**config.mk**
```make
export PLATFORM = sky130hd
export DESIGN_NAME = stk_rmw_sequencer
export DESIGN_NICKNAME = d
export VERILOG_FILES = /design/src/rtl/stk_pkg.sv /design/src/rtl/stk_seq_ctrl.sv /design/src/rtl/stk_bus_decode.sv /design/src/rtl/stk_datapath.sv /design/src/rtl/stk_rmw_sequencer.sv
export SDC_FILE = /design/constraint.sdc
export NUM_CORES = 1
export LEC_CHECK = 0
export ABC_AREA = 1
export BUFFER_PORTS_ARGS = -buffer_cell sky130_fd_sc_hd__clkbuf_2
export CAP_MARGIN = 40
export CORE_ASPECT_RATIO = 1.2
export CORE_MARGIN = 2
export CORE_UTILIZATION = 45
export DETAILED_ROUTE_END_ITERATION = 10
export GPL_TIMING_DRIVEN = 0
export MAX_ROUTING_LAYER = met4
export PLACE_DENSITY = 0.7
export SYNTH_ARGS = -nofsm -noshare
export SYNTH_HDL_FRONTEND = slang
export SYNTH_SLANG_ARGS = --single-unit
export TNS_END_PERCENT = 30
```
**constraint.sdc**
```tcl
create_clock -name clk -period 3.95 [get_ports clk]
set_input_delay 0.79 -clock clk [delete_from_list [all_inputs] [get_ports clk]]
set_output_delay 0.79 -clock clk [all_outputs]
set_load 0.005 [all_outputs]
```
**src/rtl/stk_pkg.sv**
```systemverilog
package stk_pkg;

  typedef enum logic [2:0] {
    OP_PUSH_BYTE = 3'd0,
    OP_PUSH_STAT = 3'd1,
    OP_PULL_BYTE = 3'd2,
    OP_PULL_STAT = 3'd3,
    OP_CALL      = 3'd4,
    OP_RETURN    = 3'd5,
    OP_RTI       = 3'd6,
    OP_RMW       = 3'd7
  } stk_op_e;

  localparam int STEP_W = 2;

  // status bits forced high on push, cleared on pull
  localparam logic [7:0] STAT_FORCE = 8'h30;
  localparam logic [7:0] STAT_KEEP  = 8'hCF;

  // index of the final bus cycle for each command
  function automatic logic [STEP_W-1:0] op_last_step(stk_op_e op);
    case (op)
      OP_PUSH_BYTE, OP_PUSH_STAT: op_last_step = 2'd0;
      OP_PULL_BYTE, OP_PULL_STAT: op_last_step = 2'd1;
      OP_CALL, OP_RMW:            op_last_step = 2'd2;
      default:                    op_last_step = 2'd3;
    endcase
  endfunction

endpackage

```
**src/rtl/stk_seq_ctrl.sv**
```systemverilog
module stk_seq_ctrl
  import stk_pkg::*;
(
  input  logic              clk,
  input  logic              rst_sn,
  input  logic              cmd_valid,
  input  stk_op_e           cmd_op,
  output logic              active,
  output logic [STEP_W-1:0] step,
  output stk_op_e           op_q,
  output logic              accept,
  output logic              last,
  output logic              done
);

  logic              active_d, done_d;
  logic [STEP_W-1:0] step_d;
  stk_op_e           op_d;

  assign accept = cmd_valid & ~active;
  assign last   = active & (step == op_last_step(op_q));

  always_comb begin
    active_d = active;
    step_d   = step;
    op_d     = op_q;
    done_d   = 1'b0;
    if (accept) begin
      active_d = 1'b1;
      step_d   = '0;
      op_d     = cmd_op;
    end else if (active) begin
      if (last) begin
        active_d = 1'b0;
        step_d   = '0;
        done_d   = 1'b1;
      end else begin
        step_d = step + STEP_W'(1);
      end
    end
  end

  always_ff @(posedge clk or negedge rst_sn) begin
    if (!rst_sn) begin
      active <= 1'b0;
      step   <= '0;
      op_q   <= OP_PUSH_BYTE;
      done   <= 1'b0;
    end else begin
      active <= active_d;
      step   <= step_d;
      op_q   <= op_d;
      done   <= done_d;
    end
  end

  p_step_bound_r2: assert property (@(posedge clk) disable iff (!rst_sn)
    active |-> (step <= op_last_step(op_q)));

  p_done_idle_r2: assert property (@(posedge clk) disable iff (!rst_sn)
    done |-> !active);

  p_done_after_busy_r2: assert property (@(posedge clk) disable iff (!rst_sn)
    done |-> $past(active));

  p_busy_holds_op_r2: assert property (@(posedge clk) disable iff (!rst_sn)
    active |=> $stable(op_q));

endmodule

```
**src/rtl/stk_bus_decode.sv**
```systemverilog
module stk_bus_decode
  import stk_pkg::*;
#(
  parameter int          AW   = 16,
  parameter int          DW   = 8,
  parameter logic [AW-DW-1:0] PAGE = 'h01
)(
  input  logic              clk,
  input  logic              rst_sn,
  input  logic              active,
  input  stk_op_e           op,
  input  logic [STEP_W-1:0] step,
  input  logic [DW-1:0]     sp,
  input  logic [AW-1:0]     pc,
  input  logic [AW-1:0]     tgt,
  input  logic [DW-1:0]     data,
  input  logic [DW-1:0]     lo_b,
  input  logic [DW-1:0]     hi_b,
  input  logic [DW-1:0]     stat_b,
  input  logic [DW-1:0]     old_b,
  input  logic [DW-1:0]     mod_result,
  input  logic [DW-1:0]     rdata,
  output logic [AW-1:0]     bus_addr,
  output logic              bus_we,
  output logic [DW-1:0]     bus_wdata,
  output logic              bus_dummy,
  output logic              sp_inc,
  output logic              sp_dec,
  output logic              cap_lo,
  output logic              cap_hi,
  output logic              cap_stat,
  output logic              cap_old,
  output logic [AW-1:0]     fin_pc,
  output logic [DW-1:0]     fin_data
);

  localparam logic [DW-1:0] FORCE_M = DW'(STAT_FORCE);
  localparam logic [DW-1:0] KEEP_M  = DW'(STAT_KEEP);

  logic [AW-1:0] stk_now, stk_up, pc_m1;

  assign stk_now = {PAGE, sp};
  assign stk_up  = {PAGE, sp + DW'(1)};
  assign pc_m1   = pc - AW'(1);

  always_comb begin
    bus_addr  = '0;
    bus_we    = 1'b0;
    bus_wdata = '0;
    bus_dummy = 1'b0;
    sp_inc    = 1'b0;
    sp_dec    = 1'b0;
    cap_lo    = 1'b0;
    cap_hi    = 1'b0;
    cap_stat  = 1'b0;
    cap_old   = 1'b0;
    if (active) begin
      case (op)
        OP_PUSH_BYTE, OP_PUSH_STAT: begin
          bus_addr  = stk_now;
          bus_we    = 1'b1;
          bus_wdata = (op == OP_PUSH_STAT) ? (data | FORCE_M) : data;
          sp_dec    = 1'b1;
        end
        OP_PULL_BYTE, OP_PULL_STAT: begin
          if (step == STEP_W'(0)) begin
            bus_addr  = pc;
            bus_dummy = 1'b1;
          end else begin
            bus_addr = stk_up;
            sp_inc   = 1'b1;
          end
        end
        OP_CALL: begin
          if (step == STEP_W'(0)) begin
            bus_addr  = pc;
            bus_dummy = 1'b1;
          end else begin
            bus_addr  = stk_now;
            bus_we    = 1'b1;
            bus_wdata = (step == STEP_W'(1)) ? pc_m1[AW-1 -: DW] : pc_m1[DW-1:0];
            sp_dec    = 1'b1;
          end
        end
        OP_RETURN: begin
          if (step < STEP_W'(2)) begin
            bus_addr = stk_up;
            sp_inc   = 1'b1;
            cap_lo   = (step == STEP_W'(0));
            cap_hi   = (step == STEP_W'(1));
          end else begin
            bus_addr  = pc;
            bus_dummy = 1'b1;
          end
        end
        OP_RTI: begin
          if (step == STEP_W'(0)) begin
            bus_addr  = pc;
            bus_dummy = 1'b1;
          end else begin
            bus_addr = stk_up;
            sp_inc   = 1'b1;
            cap_stat = (step == STEP_W'(1));
            cap_lo   = (step == STEP_W'(2));
          end
        end
        default: begin
          bus_addr = tgt;
          case (step)
            STEP_W'(0): cap_old = 1'b1;
            STEP_W'(1): begin
              bus_we    = 1'b1;
              bus_wdata = old_b;
              bus_dummy = 1'b1;
            end
            default: begin
              bus_we    = 1'b1;
              bus_wdata = mod_result;
            end
          endcase
        end
      endcase
    end
  end

  // values committed at the final bus cycle
  always_comb begin
    case (op)
      OP_CALL:   fin_pc = tgt;
      OP_RETURN: fin_pc = {hi_b, lo_b} + AW'(1);
      OP_RTI:    fin_pc = {rdata, lo_b};
      default:   fin_pc = pc;
    endcase
    case (op)
      OP_PUSH_BYTE: fin_data = data;
      OP_PUSH_STAT: fin_data = data | FORCE_M;
      OP_PULL_BYTE: fin_data = rdata;
      OP_PULL_STAT: fin_data = rdata & KEEP_M;
      OP_RTI:       fin_data = stat_b;
      OP_RMW:       fin_data = mod_result;
      default:      fin_data = data;
    endcase
  end

  p_rmw_order_r10: assert property (@(posedge clk) disable iff (!rst_sn)
    (active && op == OP_RMW && step == STEP_W'(2)) |->
      ($past(bus_we) && $past(bus_dummy) && $past(bus_addr) == bus_addr));

  p_write_real_data_r3: assert property (@(posedge clk) disable iff (!rst_sn)
    (bus_we && !bus_dummy) |-> !sp_inc);

endmodule

```
**src/rtl/stk_datapath.sv**
```systemverilog
module stk_datapath #(
  parameter int AW = 16,
  parameter int DW = 8
)(
  input  logic          clk,
  input  logic          rst_sn,
  input  logic          accept,
  input  logic          last,
  input  logic [DW-1:0] cmd_sp,
  input  logic [AW-1:0] cmd_pc,
  input  logic [AW-1:0] cmd_addr,
  input  logic [DW-1:0] cmd_data,
  input  logic [DW-1:0] rdata,
  input  logic          sp_inc,
  input  logic          sp_dec,
  input  logic          cap_lo,
  input  logic          cap_hi,
  input  logic          cap_stat,
  input  logic          cap_old,
  input  logic [AW-1:0] fin_pc,
  input  logic [DW-1:0] fin_data,
  output logic [DW-1:0] sp_q,
  output logic [AW-1:0] pc_q,
  output logic [AW-1:0] tgt_q,
  output logic [DW-1:0] dat_q,
  output logic [DW-1:0] lo_q,
  output logic [DW-1:0] hi_q,
  output logic [DW-1:0] stat_q,
  output logic [DW-1:0] old_q,
  output logic [DW-1:0] res_sp,
  output logic [AW-1:0] res_pc,
  output logic [DW-1:0] res_data
);

  localparam logic [DW-1:0] KEEP_M = DW'(stk_pkg::STAT_KEEP);

  logic [DW-1:0] sp_d;

  always_comb begin
    sp_d = sp_q;
    if (accept)      sp_d = cmd_sp;
    else if (sp_inc) sp_d = sp_q + DW'(1);
    else if (sp_dec) sp_d = sp_q - DW'(1);
  end

  always_ff @(posedge clk or negedge rst_sn) begin
    if (!rst_sn) begin
      sp_q   <= '0;
      pc_q   <= '0;
      tgt_q  <= '0;
      dat_q  <= '0;
      lo_q   <= '0;
      hi_q   <= '0;
      stat_q <= '0;
      old_q  <= '0;
    end else begin
      sp_q <= sp_d;
      if (accept) begin
        pc_q  <= cmd_pc;
        tgt_q <= cmd_addr;
        dat_q <= cmd_data;
      end
      if (cap_lo)   lo_q   <= rdata;
      if (cap_hi)   hi_q   <= rdata;
      if (cap_stat) stat_q <= rdata & KEEP_M;
      if (cap_old)  old_q  <= rdata;
    end
  end

  always_ff @(posedge clk or negedge rst_sn) begin
    if (!rst_sn) begin
      res_sp   <= '0;
      res_pc   <= '0;
      res_data <= '0;
    end else if (last) begin
      res_sp   <= sp_d;
      res_pc   <= fin_pc;
      res_data <= fin_data;
    end
  end

  p_sp_dec_r3: assert property (@(posedge clk) disable iff (!rst_sn)
    $past(sp_dec) |-> (sp_q == $past(sp_q) - DW'(1)));

  p_sp_inc_r5: assert property (@(posedge clk) disable iff (!rst_sn)
    $past(sp_inc) |-> (sp_q == $past(sp_q) + DW'(1)));

  p_stat_clean_r9: assert property (@(posedge clk) disable iff (!rst_sn)
    $past(cap_stat) |-> (stat_q[5:4] == 2'b00));

endmodule

```
**src/rtl/stk_rmw_sequencer.sv**
```systemverilog
module stk_rmw_sequencer
  import stk_pkg::*;
#(
  parameter int AW = 16,
  parameter int DW = 8,
  parameter logic [AW-DW-1:0] STACK_PAGE = 'h01
)(
  input  logic          clk,
  input  logic          rst_n,
  input  logic          cmd_valid,
  input  logic [2:0]    cmd_op,
  input  logic [DW-1:0] cmd_sp,
  input  logic [AW-1:0] cmd_pc,
  input  logic [AW-1:0] cmd_addr,
  input  logic [DW-1:0] cmd_data,
  input  logic [DW-1:0] mod_result,
  input  logic [DW-1:0] bus_rdata,
  output logic          busy,
  output logic          bus_valid,
  output logic [AW-1:0] bus_addr,
  output logic          bus_we,
  output logic [DW-1:0] bus_wdata,
  output logic          bus_dummy,
  output logic [DW-1:0] rmw_old,
  output logic          done,
  output logic [DW-1:0] res_sp,
  output logic [AW-1:0] res_pc,
  output logic [DW-1:0] res_data
);

  // reset: asserted asynchronously, released on the clock
  logic rst_meta, rst_sn;
  always_ff @(posedge clk or negedge rst_n) begin
    if (!rst_n) begin
      rst_meta <= 1'b0;
      rst_sn   <= 1'b0;
    end else begin
      rst_meta <= 1'b1;
      rst_sn   <= rst_meta;
    end
  end

  logic              active, accept, last;
  logic [STEP_W-1:0] step;
  stk_op_e           op_q;
  logic              sp_inc, sp_dec, cap_lo, cap_hi, cap_stat, cap_old;
  logic [AW-1:0]     pc_q, tgt_q, fin_pc;
  logic [DW-1:0]     sp_q, dat_q, lo_q, hi_q, stat_q, fin_data;

  stk_seq_ctrl u_ctrl (
    .clk       (clk),
    .rst_sn    (rst_sn),
    .cmd_valid (cmd_valid),
    .cmd_op    (stk_op_e'(cmd_op)),
    .active    (active),
    .step      (step),
    .op_q      (op_q),
    .accept    (accept),
    .last      (last),
    .done      (done)
  );

  stk_bus_decode #(.AW(AW), .DW(DW), .PAGE(STACK_PAGE)) u_dec (
    .clk        (clk),
    .rst_sn     (rst_sn),
    .active     (active),
    .op         (op_q),
    .step       (step),
    .sp         (sp_q),
    .pc         (pc_q),
    .tgt        (tgt_q),
    .data       (dat_q),
    .lo_b       (lo_q),
    .hi_b       (hi_q),
    .stat_b     (stat_q),
    .old_b      (rmw_old),
    .mod_result (mod_result),
    .rdata      (bus_rdata),
    .bus_addr   (bus_addr),
    .bus_we     (bus_we),
    .bus_wdata  (bus_wdata),
    .bus_dummy  (bus_dummy),
    .sp_inc     (sp_inc),
    .sp_dec     (sp_dec),
    .cap_lo     (cap_lo),
    .cap_hi     (cap_hi),
    .cap_stat   (cap_stat),
    .cap_old    (cap_old),
    .fin_pc     (fin_pc),
    .fin_data   (fin_data)
  );

  stk_datapath #(.AW(AW), .DW(DW)) u_dp (
    .clk      (clk),
    .rst_sn   (rst_sn),
    .accept   (accept),
    .last     (last),
    .cmd_sp   (cmd_sp),
    .cmd_pc   (cmd_pc),
    .cmd_addr (cmd_addr),
    .cmd_data (cmd_data),
    .rdata    (bus_rdata),
    .sp_inc   (sp_inc),
    .sp_dec   (sp_dec),
    .cap_lo   (cap_lo),
    .cap_hi   (cap_hi),
    .cap_stat (cap_stat),
    .cap_old  (cap_old),
    .fin_pc   (fin_pc),
    .fin_data (fin_data),
    .sp_q     (sp_q),
    .pc_q     (pc_q),
    .tgt_q    (tgt_q),
    .dat_q    (dat_q),
    .lo_q     (lo_q),
    .hi_q     (hi_q),
    .stat_q   (stat_q),
    .old_q    (rmw_old),
    .res_sp   (res_sp),
    .res_pc   (res_pc),
    .res_data (res_data)
  );

  assign busy      = active;
  assign bus_valid = active;

  p_idle_quiet_r1: assert property (@(posedge clk) disable iff (!rst_sn)
    !busy |-> (!bus_we && !bus_dummy));

endmodule

```
After elaboration in Yosys (flattened, before gate mapping)
Cells that the tools add are included.
{"block": "op_classes", "add_sub_neg": 5, "order_cmp": 1, "n_eq_ne": 10, "muxes": 51, "bitwise_logic": 3, "reduce_logical": 10}
{"op": "$mux 16", "n": 4}
{"op": "$pmux 16 s4", "n": 1}
{"op": "$mux 8", "n": 6}
{"op": "$pmux 16 s3", "n": 1}
{"op": "$pmux 8 s5", "n": 1}
{"op": "$mux 1", "n": 26}
{"op": "$pmux 8 s3", "n": 1}
{"op": "$add 16x1->16 const B", "n": 1}
{"op": "$pmux 8 s2", "n": 1}
{"op": "$sub 16x1->16 const B", "n": 1}
{"op": "$eq 3x3->1 const B", "n": 4}
{"op": "$add 8x1->8 const B", "n": 1}
{"op": "$pmux 1 s2", "n": 4}
{"op": "$reduce_or 4->1", "n": 2}
{"op": "$sub 8x1->8 const B", "n": 1}
{"op": "$reduce_or 7->1", "n": 1}
{"op": "$eq 3x2->1 const B", "n": 2}
{"op": "$mux 2", "n": 3}
{"op": "$mux 6", "n": 1}
{"op": "$pmux 2 s3", "n": 1}
{"op": "$reduce_or 2->1", "n": 3}
{"op": "$eq 3x1->1 const B", "n": 1}
{"op": "$logic_not 3->1", "n": 1}
{"op": "$pmux 1 s3", "n": 1}
{"op": "10 further kinds", "n": 11}
{"block": "totals", "register_bits": 119, "input_bits": 70, "output_inout_bits": 69, "word_cells": 97}

Longest topological paths before layout
Gate-level depths: netlist (run 1).
{"block": "depth", "word_depth": 8, "mapped_depth": 12, "depth_no_buf": 11}

By module
From an unflattened synthesis (run 1), not the netlist that was laid out.
{"block": "unflattened", "cells_unflattened": 1011, "hier_area_um2": 7289.5}
{"module": "stk_datapath", "n_inst": 1, "cells_per_inst": 464, "area_each_um2": 4434.3}
{"module": "stk_bus_decode", "n_inst": 1, "cells_per_inst": 499, "area_each_um2": 2454.9}
{"module": "stk_seq_ctrl", "n_inst": 1, "cells_per_inst": 44, "area_each_um2": 339.1}
{"module": "stk_rmw_sequencer", "n_inst": 1, "cells_per_inst": 4, "area_each_um2": 61.3}

Worst setup path before layout (run 1)
No wires, ideal clock.
{"block": "synth_timing", "path_type": "register to output", "start": "reg u_ctrl.step[1]", "end": "out bus_wdata[6]", "t_arrival_ns": 1.598, "required_ns": 3.160, "setup_slack_ns": 1.562, "stages_incl_launch_ff": 10, "cell_sequence": "dfrtp_1 -> inv_1 -> ha_1 -> clkbuf_1 -> inv_1 -> clkbuf_1 -> nand3_1 -> nand3_1 -> nand2_1 -> a21oi_1"}
{"block": "synth_via", "elab_chain_len": 5, "word_cells_on_any_way": 7, "classes_between": "eq/ne (1); mux (5); reduce/logical (1)"}
{"item": "start: declaration", "line_no": "stk_seq_ctrl.sv:9", "source": "output logic [STEP_W-1:0] step,"}
{"item": "start signal: assignment", "line_no": "stk_seq_ctrl.sv:51", "source": "step <= step_d;"}
{"item": "$eq 2x1->1", "line_no": "stk_bus_decode.sv:81, stk_bus_decode.sv:109"}
{"item": "$mux 8", "line_no": "stk_bus_decode.sv:81", "source": "bus_wdata = (step == STEP_W'(1)) ? pc_m1[AW-1 -: DW] : pc_m1[DW-1:0];"}
{"item": "$mux 8", "line_no": "stk_bus_decode.sv:75", "source": "if (step == STEP_W'(0)) begin"}
{"item": "$pmux 8 s3 (*)", "line_no": "stk_bus_decode.sv:58", "source": "case (op)"}
{"item": "$mux 8 (*)", "line_no": "stk_bus_decode.sv:57", "source": "if (active) begin"}
{"item": "end: declaration", "line_no": "stk_rmw_sequencer.sv:22", "source": "output logic [DW-1:0] bus_wdata,"}
Mark *: on every way between the ends. The rest lies on a longest branch, timed or not.

Worst setup path after layout (run 1)
{"block": "layout_timing", "start": "reg u_ctrl.step[1]", "end": "out bus_wdata[4]"}
Same word-level chain as after synthesis.

==> impl_metrics.env, run 1 <==
export IMPL_routed_via_density=5.47
export IMPL_yosysUniqueCellTypes=44
export IMPL_relSlewSlack_pct=49.7
export IMPL_hold_class="primary input to async pin"
export IMPL_dr_total_vias=7470
export IMPL_required_ns=3.16
export IMPL_hpwl_um=20100
export IMPL_timing_rr_start="u_ctrl.step[1]$_DFFE_PN0P_"
export IMPL_irDropWorstVdd_mv=0.399
export IMPL_synthXorXnorAreaFrac_pct=1.37
export IMPL_finalMaxSlewViolations=0
export IMPL_syn_instance_count=988
export IMPL_die_x_um=118
export IMPL_avgSynthCellArea_sq_um=7.14
export IMPL_grt_overflow=0
export IMPL_fin_skew_ns=0.00846
export IMPL_worstSetupPathType="flop to output pin"
export IMPL_worstReg2RegEnd="u_dp.sp_q[6]$_DFF_PN0_"
export IMPL_worst_path_largest_cell_delay_ns=0.53
export IMPL_power_mw=7.82
export IMPL_critPathLaunchType="flop"
export IMPL_crit_path_top_delay_cell="clkbuf_1"
export IMPL_drtIter0Drc=669
export IMPL_fin_nets=1225
export IMPL_grt_setup_unrepaired="no"
export IMPL_die_h_um=141
export IMPL_synthAdderAreaFrac_pct=1.60
export IMPL_first_pass_iters=5
export IMPL_status="finished clean"
export IMPL_ctsLongestPathBuffers=2
export IMPL_synth_mux_area_fraction_pct=0
export IMPL_postCtsSetupRepairBufs=0
export IMPL_diodes=0
export IMPL_yosys_area_share_simple_pct=29.3
export IMPL_cp_arrival_ns=2.94
export IMPL_fin_ws_ns=0.223
export IMPL_hold_violations=0
export IMPL_track_usage_pct=32.1
export IMPL_fin_hold_ws_ns=0.138
export IMPL_path_clk_slew_ns=0.06
export IMPL_yosys_warnings=0
export IMPL_area_growth_pct=21.3
export IMPL_fillers=1600
export IMPL_tightest_slew_ns=0.755
export IMPL_grt_pass1_wl_um=39500
export IMPL_max_freq_ghz=0.268
export IMPL_htree_levels=4
export IMPL_tns_ns=0
export IMPL_numPortBuffers=138
export IMPL_fin_area_sq_um=8560
export IMPL_multi_input_area_sq_um=3500
export IMPL_finalSetupViolations=0
export IMPL_finalCritPeriodShare_pct=94.4
export IMPL_antenna_left=0
export IMPL_synth_ff_type="dfrtp_1"
export IMPL_end_kind="output pin"
export IMPL_rows=50
export IMPL_synth_area_sq_um=7050
export IMPL_cts_buffers=17
export IMPL_async_flop_share_pct=100
export IMPL_wl_per_cell_um=18.6
export IMPL_pre_cts_ws_ns=0.765
export IMPL_regArea_sq_um=2980
export IMPL_initial_core_util_pct=45.7
export IMPL_cts_hold_fix_buffers=0
export IMPL_core_sq_um=15500
export IMPL_dieArea_sq_um=16700
export IMPL_ctsResizeCount=0
export IMPL_drcViolationCount=0
export IMPL_clock_sinks=119
export IMPL_synth_compound_area_share_pct=17.3
export IMPL_path_cells="inv_1, ha_1, clkbuf_1, clkbuf_1, nand2_1, o21ai_0, a21oi_1, clkbuf_2"
export IMPL_io_pins=139
export IMPL_antenna_found_initial=0
export IMPL_gp_congestion=1.00
export IMPL_placement_cell_area_sq_um=8040
export IMPL_cap_violations=0
export IMPL_crit_start="u_ctrl.step[1]$_DFFE_PN0P_"
export IMPL_cpMostUsedCell="clkbuf_1"
export IMPL_synth_edf_count=0
export IMPL_layout_drive_gt1_share_pct=18.7
export IMPL_tritoncts="yes"
export IMPL_reg2reg_depth=10
export IMPL_crit_fanout=10
export IMPL_ys_seq_area_share_pct=42.2
export IMPL_ys_ff_latch=119
export IMPL_drt_wl_total_um=25500
export IMPL_insertion_delay_ns=0.43
export IMPL_leakage_nw=4.43
export IMPL_synth_top_family_by_area="simple AND/OR/NAND/NOR gates"
export IMPL_clockRootBuffer="clkbuf_16"
export IMPL_synthesis_nets=1067
export IMPL_crit_end="bus_wdata[4]"
export IMPL_period_needed_ns=3.73
export IMPL_grt_max_degree=63
export IMPL_rrSetupSlack_ns=1.89
export IMPL_grt_pass1_vias=7107
export IMPL_p_per_area_nw_per_um2=914
## placed cells by master, fill, tap and decap left out, types with 5 or more instances in the layout
| cell type | n |
|---|---|
| buf_2 | 13 |
| buf_1 | 6 |
| a21oi_1 | 60 |
| o21ai_0 | 113 |
| ha_1 | 9 |
| buf_4 | 5 |
| clkbuf_1 | 17 |
| nand3_1 | 61 |
| clkbuf_16 | 17 |
| inv_1 | 87 |
| or2_2 | 5 |
| a31oi_1 | 6 |
| clkbuf_2 | 138 |
| nand4_1 | 7 |
| buf_6 | 5 |
| dfrtp_1 | 118 |
| nor3_1 | 6 |
| o22ai_1 | 12 |
| xor2_1 | 9 |
| nor2_1 | 76 |
| a211oi_1 | 7 |
| nand2_1 | 323 |
## flip-flops by register name, summed over array words and instances (netlist names), 2 cells and up
signal and count:
u_dp.lo_q 8, u_dp.sp_q 8, u_dp.tgt_q 16, u_dp.stat_q 6, u_dp.res_pc 16, u_dp.hi_q 8
u_dp.dat_q 8, u_dp.old_q 8, u_dp.res_sp 8, u_ctrl.op_q 3, u_dp.res_data 8, u_dp.pc_q 16
u_ctrl.step 2
## critical path: cells and delay by family, from the launching register on
family | cells | cell delay [ns]
compound gates | 2 | 0.58
fa+ha+maj | 1 | 0.18
buf+inv | 4 | 1.19
flops | 1 | 0.45
simple gates | 1 | 0.12
## Yosys cell counts, types with 4 or more instances
cell,instances,share of area (%)
dfrtp_1,119,42
nor3_1,6,0.43
o211ai_1,4,0.43
a211oi_1,7,0.74
clkbuf_1,13,0.69
a21oi_1,60,4.3
or2_2,5,0.44
ha_1,9,1.6
buf_2,13,0.92
buf_4,5,0.53
buf_6,5,0.80
buf_1,6,0.32
xor2_1,9,1.1
o22ai_1,12,1.1
nor2_1,76,4.0
o21ai_0,113,8.0
nand3_1,61,4.3
nand2_2,4,0.35
nand4_1,7,0.62
a221oi_1,4,0.50
nand2_1,323,17
inv_1,87,4.6
a31oi_1,6,0.53
## kinds of logic after synthesis
kind of cell / count (synthesis)
AOI/OAI and AO/OA: 221
DFF: 119
and+or+nand+nor: 494
adders and majority gates: 9
buffers and inverters: 133
other: 1
xor gates and xnor gates: 11
## through the flow
stage	util (%)	std cells
CTS	55.4	1365
finish	55.4	1365
global route	55.4	1365
detailed placement	52.0	1335
global placement	51.8	1334
floorplan	-	988
## power breakdown
part	switching [mW]	total, mW	internal [mW]
sequential	0.560	2.37	1.81
clock	0.552	1.40	0.850
combinational	2.67	4.04	1.37
## final cells by class
class	instances	share of cell area (%)
clock buffer	21	5.15
clock inverter	9	0.950
buffer	42	2.69
timing repair buffer	139	8.39
multi-input combinational	736	40.9
sequential	119	34.8
tap	208	3.04
inverter	91	4.05
## worst min-delay path by stage
stage / slack [ns] / cells past startpoint / startpoint / to
after floorplan: 0.33 / 0 / rst_meta$_DFF_PN0_ / rst_sn$_DFF_PN0_
after global placement: 0.33 / 0 / rst_meta$_DFF_PN0_ / rst_sn$_DFF_PN0_
after detailed placement: 0.34 / 0 / rst_meta$_DFF_PN0_ / rst_sn$_DFF_PN0_
after CTS: 0.13 / 1 / rst_n / rst_sn$_DFF_PN0_
after global routing: 0.14 / 1 / rst_n / rst_sn$_DFF_PN0_
final: 0.14 / 1 / rst_n / rst_sn$_DFF_PN0_
## layer usage
metal / vias to the layer above / GRT usage, % / wire [um]
met3: 66 / 4.13 / 1550
met1: 3522 / 38.6 / 10300
met5: - / - / 0
met2: 337 / 53.8 / 12600
met4: 0 / 14.9 / 989
li1: 3545 / - / -
Power figures use the tool's default switching activity.
==> run 2, diff against run 1 <==
--- a/config.mk
+++ b/config.mk
@@ -14,7 +14,7 @@
 export DETAILED_ROUTE_END_ITERATION = 10
 export GPL_TIMING_DRIVEN = 0
 export MAX_ROUTING_LAYER = met4
-export PLACE_DENSITY = 0.7
+export PLACE_DENSITY = 0.75
 export SYNTH_ARGS = -nofsm -noshare
 export SYNTH_HDL_FRONTEND = slang
 export SYNTH_SLANG_ARGS = --single-unit
==> impl_metrics.env, run 2 (same netlist as run 1, synthesis figures left out) <==
export IMPL_fin_ws_ns=0.301
export IMPL_cap_violations=0
export IMPL_tns_ns=0
export IMPL_cp_arrival_ns=2.86
export IMPL_tritoncts="yes"
export IMPL_wl_per_cell_um=18.9
export IMPL_die_x_um=118
export IMPL_relSlewSlack_pct=51.3
export IMPL_end_kind="output pin"
export IMPL_grt_setup_unrepaired="no"
export IMPL_dr_total_vias=7524
export IMPL_core_sq_um=15500
export IMPL_worstSetupPathType="flop to output pin"
export IMPL_hold_violations=0
export IMPL_grt_max_degree=65
export IMPL_cts_hold_fix_buffers=0
export IMPL_finalMaxSlewViolations=0
export IMPL_drtIter0Drc=718
export IMPL_worst_path_largest_cell_delay_ns=0.50
export IMPL_crit_path_top_delay_cell="clkbuf_1"
export IMPL_path_cells="inv_1, ha_1, clkbuf_1, clkbuf_1, nand2_1, o21ai_0, a21oi_1, clkbuf_2"
export IMPL_insertion_delay_ns=0.44
export IMPL_fin_hold_ws_ns=0.133
export IMPL_path_clk_slew_ns=0.05
export IMPL_layout_common_cells="nand2_1 (323), clkbuf_2 (138), dfrtp_1 (118), o21ai_0 (113), inv_1 (87)"
export IMPL_clock_sinks=119
export IMPL_leakage_nw=4.50
export IMPL_crit_fanout=10
export IMPL_pre_cts_ws_ns=0.786
export IMPL_antenna_found_initial=0
export IMPL_power_mw=8.16
export IMPL_hpwl_um=20100
export IMPL_antenna_left=0
export IMPL_top_regs="u_dp.pc_q x16, u_dp.res_pc x16, u_dp.tgt_q x16"
export IMPL_status="finished clean"
export IMPL_routed_via_density=5.50
export IMPL_io_pins=139
export IMPL_track_usage_pct=32.5
export IMPL_path_buf_inv=4
export IMPL_drt_wl_total_um=25900
export IMPL_irDropWorstVdd_mv=0.361
export IMPL_critPathLaunchType="flop"
export IMPL_required_ns=3.16
export IMPL_fin_nets=1225
export IMPL_period_needed_ns=3.65
export IMPL_ctsResizeCount=0
export IMPL_die_h_um=141
export IMPL_worstReg2RegEnd="u_dp.res_sp[0]$_DFFE_PN0P_"
export IMPL_htree_levels=4
export IMPL_fin_skew_ns=0.0106
export IMPL_rows=50
export IMPL_finalCritPeriodShare_pct=92.4
export IMPL_hold_class="primary input to async pin"
export IMPL_rrSetupSlack_ns=1.83
export IMPL_postCtsSetupRepairBufs=0
export IMPL_grt_pass1_wl_um=39800
export IMPL_initial_core_util_pct=45.7
export IMPL_timing_rr_start="u_ctrl.active$_DFF_PN0_"
export IMPL_numPortBuffers=138
export IMPL_ctsLongestPathBuffers=2
export IMPL_crit_family="buffers and inverters"
export IMPL_diodes=0
export IMPL_gp_congestion=0.993
export IMPL_dieArea_sq_um=16700
export IMPL_layout_drive_gt1_share_pct=18.9
export IMPL_drcViolationCount=0
export IMPL_reg2reg_depth=8
export IMPL_first_pass_iters=7
export IMPL_clockRootBuffer="clkbuf_16"
export IMPL_grt_overflow=0
export IMPL_cts_buffers=17
export IMPL_area_growth_pct=23.1
export IMPL_cpMostUsedCell="clkbuf_1"
export IMPL_max_freq_ghz=0.274
export IMPL_finalSetupViolations=0
export IMPL_layout_commonest_cell="nand2_1"
export IMPL_tightest_slew_ns=0.731
export IMPL_grt_pass1_vias=7255
export IMPL_p_per_area_nw_per_um2=940
[run 2: worst max-delay path by stage]
| stage | from | cells past startpoint | to |
|---|---|---|---|
| 5_1_grt | u_ctrl.step[1]$_DFFE_PN0P_ | 10 | bus_wdata[1] |
| 6_report | u_ctrl.step[1]$_DFFE_PN0P_ | 8 | bus_wdata[4] |
| 2_1_floorplan | rst_sn$_DFF_PN0_ | 0 | u_ctrl.active$_DFF_PN0_ |
| 3_3_place_gp | rst_sn$_DFF_PN0_ | 0 | u_dp.res_data[6]$_DFFE_PN0P_ |
| 3_5_place_dp | u_ctrl.step[1]$_DFFE_PN0P_ | 8 | bus_wdata[4] |
| 4_1_cts | u_ctrl.step[1]$_DFFE_PN0P_ | 8 | bus_wdata[4] |
[run 2: per-layer routing]
| layer | up-vias | track usage (%) | part of all wire [%] |
|---|---|---|---|
| met5 | - | - | 0 |
| met4 | 0 | 17.8 | 5.4 |
| met3 | 94 | 5.78 | 6.8 |
| met2 | 358 | 53.2 | 48 |
| met1 | 3520 | 37.9 | 39 |
| li1 | 3552 | - | - |
[run 2: where the power goes]
group | switching [mW] | leakage (nW) | internal (mW)
Combinational | 2.70 | 2.76 | 1.37
Sequential | 0.566 | 1.43 | 1.81
Clock | 0.573 | 0.317 | 1.14
[run 2: metrics by stage]
stage	instances	utilization [%]	cell area, sq um
2_1_floorplan	988	-	7050
3_3_place_gp	1334	51.8	8010
3_5_place_dp	1335	52.0	8040
4_1_cts	1367	56.2	8680
5_1_grt	1367	56.2	8680
6_report	1367	56.2	8680
[run 2: worst reg2reg max path, cell delays in order (launching register included)]
cell	delay, ns
dfrtp_1	0.42
buf_2	0.24
nor2_1	0.16
buf_2	0.29
buf_1	0.57
nand2_1	0.14
nand2_1	0.14
nand2_1	0.06
nand2_1	0.05
[run 2: final cells by class]
cell class | instances | area, sq um
Fill cell | 1571 | 6770
Multi-Input combinational cell | 736 | 3500
Sequential cell | 119 | 2980
Timing Repair Buffer | 139 | 718
Clock buffer | 25 | 505
Inverter | 91 | 347
Tap cell | 208 | 260
Buffer | 42 | 230
Clock inverter | 7 | 139
==> run 3, diff against run 2 <==
--- a/config.mk
+++ b/config.mk
@@ -15,6 +15,7 @@
 export GPL_TIMING_DRIVEN = 0
 export MAX_ROUTING_LAYER = met4
 export PLACE_DENSITY = 0.75
+export SLEW_MARGIN = 20
 export SYNTH_ARGS = -nofsm -noshare
 export SYNTH_HDL_FRONTEND = slang
 export SYNTH_SLANG_ARGS = --single-unit
==> constraint.sdc (replaced) <==
create_clock -name clk -period 4.5 [get_ports clk]
set_input_delay 0.9 -clock clk [delete_from_list [all_inputs] [get_ports clk]]
set_output_delay 0.9 -clock clk [all_outputs]
set_load 0.005 [all_outputs]
==> impl_metrics.env, run 3 (same netlist as run 1, synthesis figures left out) <==
export IMPL_cap_violations=0
export IMPL_numPortBuffers=138
export IMPL_dr_total_vias=7532
export IMPL_first_pass_iters=7
export IMPL_cts_hold_fix_buffers=0
export IMPL_insertion_delay_ns=0.43
export IMPL_hold_class="primary input to async pin"
export IMPL_tritoncts="yes"
export IMPL_cts_buffers=17
export IMPL_ctsLongestPathBuffers=2
export IMPL_die_h_um=141
export IMPL_p_per_area_nw_per_um2=820
export IMPL_rrSetupSlack_ns=2.39
export IMPL_fillers=1537
export IMPL_clockRootBuffer="clkbuf_16"
export IMPL_fin_skew_ns=0.00868
export IMPL_p_seq_share_pct=29.4
export IMPL_p_switching_mw=3.37
export IMPL_core_sq_um=15500
export IMPL_fin_ws_ns=0.724
export IMPL_grt_pass1_wl_um=39600
export IMPL_gp_congestion=0.993
export IMPL_final_util_pct=56.1
export IMPL_status="finished clean"
export IMPL_grt_pass1_vias=7111
export IMPL_clkPwrFrac_pct=20.1
export IMPL_track_usage_pct=32.4
export IMPL_grt_overflow=0
export IMPL_htree_levels=4
export IMPL_layout_commonest_cell="nand2_1"
export IMPL_top_regs="u_dp.pc_q x16, u_dp.res_pc x16, u_dp.tgt_q x16"
export IMPL_die_x_um=118
export IMPL_required_ns=3.60
export IMPL_initial_core_util_pct=45.7
export IMPL_drcViolationCount=0
export IMPL_power_share_switching_pct=47.4
export IMPL_finalMaxSlewViolations=0
export IMPL_critPathLaunchType="flop"
export IMPL_antenna_found_initial=0
export IMPL_ctsResizeCount=0
export IMPL_layout_common_cells="nand2_1 (323), clkbuf_2 (138), dfrtp_1 (118), o21ai_0 (113), inv_1 (87)"
export IMPL_grt_max_degree=52
export IMPL_irDropWorstVdd_mv=0.331
export IMPL_hpwl_um=20200
export IMPL_routed_via_density=5.51
export IMPL_period_needed_ns=3.78
export IMPL_clock_sinks=119
export IMPL_rows=50
export IMPL_end_kind="output pin"
export IMPL_area_growth_pct=23.0
export IMPL_drt_wl_total_um=26000
export IMPL_worstSetupPathType="flop to output pin"
export IMPL_postCtsSetupRepairBufs=0
export IMPL_reg2reg_depth=6
export IMPL_io_pins=139
export IMPL_cp_arrival_ns=2.88
export IMPL_layout_drive_gt1_share_pct=19.0
export IMPL_finalSetupViolations=0
export IMPL_power_frac_comb_pct=50.5
export IMPL_finalCritPeriodShare_pct=83.9
export IMPL_pre_cts_ws_ns=1.21
export IMPL_leakage_nw=4.50
export IMPL_antenna_left=0
export IMPL_fin_nets=1226
export IMPL_grt_setup_unrepaired="no"
export IMPL_max_freq_ghz=0.265
export IMPL_relSlewSlack_pct=54.5
export IMPL_intPower_mw=3.74
export IMPL_tightest_slew_ns=0.682
export IMPL_path_clk_slew_ns=0.05
export IMPL_dieArea_sq_um=16700
export IMPL_worstReg2RegEnd="u_dp.pc_q[0]$_DFFE_PN0P_"
export IMPL_crit_fanout=10
export IMPL_drtIter0Drc=660
export IMPL_hold_violations=0
export IMPL_diodes=0
export IMPL_timing_rr_start="u_ctrl.active$_DFF_PN0_"
export IMPL_wl_per_cell_um=19.0
## run 3: cell count changes in the layout (fill, tap and decap cells not counted), sizes merged
cell / change
buf: +1
clkbuf: -1
bufinv: -1
clkinvlp: +1
## run 3: power by group through the flow
stage	sequential (mW)	combinational, mW	clock, mW
finish	2.09	3.59	1.43
global route	2.14	3.95	1.49
CTS	2.07	3.53	1.44
detailed placement	2.08	3.51	0
global placement	2.09	3.44	0
floorplan	1.95	2.28	0
## run 3: layout make-up
type	instances	area (sq um)	share of cell area (%)
inverter	91	347	4.00
clock inverter	7	116	1.34
tap	208	260	3.00
buffer	42	230	2.65
multi-input combinational	736	3500	40.3
clock buffer	24	502	5.78
timing repair buffer	140	738	8.51
sequential	119	2980	34.4
## run 3: worst max path at each step
stage                                from                           end  slack [ns]
5_1_grt        u_ctrl.step[1]$_DFFE_PN0P_                  bus_addr[15]        0.67
2_1_floorplan            rst_sn$_DFF_PN0_       u_ctrl.active$_DFF_PN0_        0.94
3_3_place_gp             rst_sn$_DFF_PN0_  u_dp.res_data[6]$_DFFE_PN0P_       -0.41
6_report       u_ctrl.step[1]$_DFFE_PN0P_                  bus_wdata[4]        0.72
3_5_place_dp   u_ctrl.step[1]$_DFFE_PN0P_                  bus_wdata[4]        1.21
4_1_cts        u_ctrl.step[1]$_DFFE_PN0P_                  bus_wdata[4]        0.76
## run 3: per-stage QoR
step / total power, mW / instances / TNS (ns) / cell area [sq um] / hold WS [ns]
finish: 7.11 / 1367 / 0 / 8670 / 0.250
global placement: 5.53 / 1334 / -46.83 / 8010 / 0.335
CTS: 7.05 / 1367 / 0 / 8670 / 0.242
global route: 7.58 / 1367 / 0 / 8670 / 0.244
detailed placement: 5.59 / 1336 / 0 / 8060 / 0.327
floorplan: 4.23 / 988 / 0 / 7050 / 0.331
## run 3: critical path, stage by stage, from the launching register on
cell      delay, ns
dfrtp_1        0.46
inv_1          0.21
ha_1           0.18
clkbuf_1       0.32
clkbuf_1       0.51
nand2_1        0.09
o21ai_0        0.40
a21oi_1        0.14
clkbuf_2       0.14
## run 3: routing by layer
metal  vias to the layer above  wire length (um)  GRT usage [%]
met4                         0              1010           14.5
met3                        66              1560           5.06
met5                         -                 0              -
met2                       360             12900           53.5
li1                       3543                 -              -
met1                      3563             10500           39.2
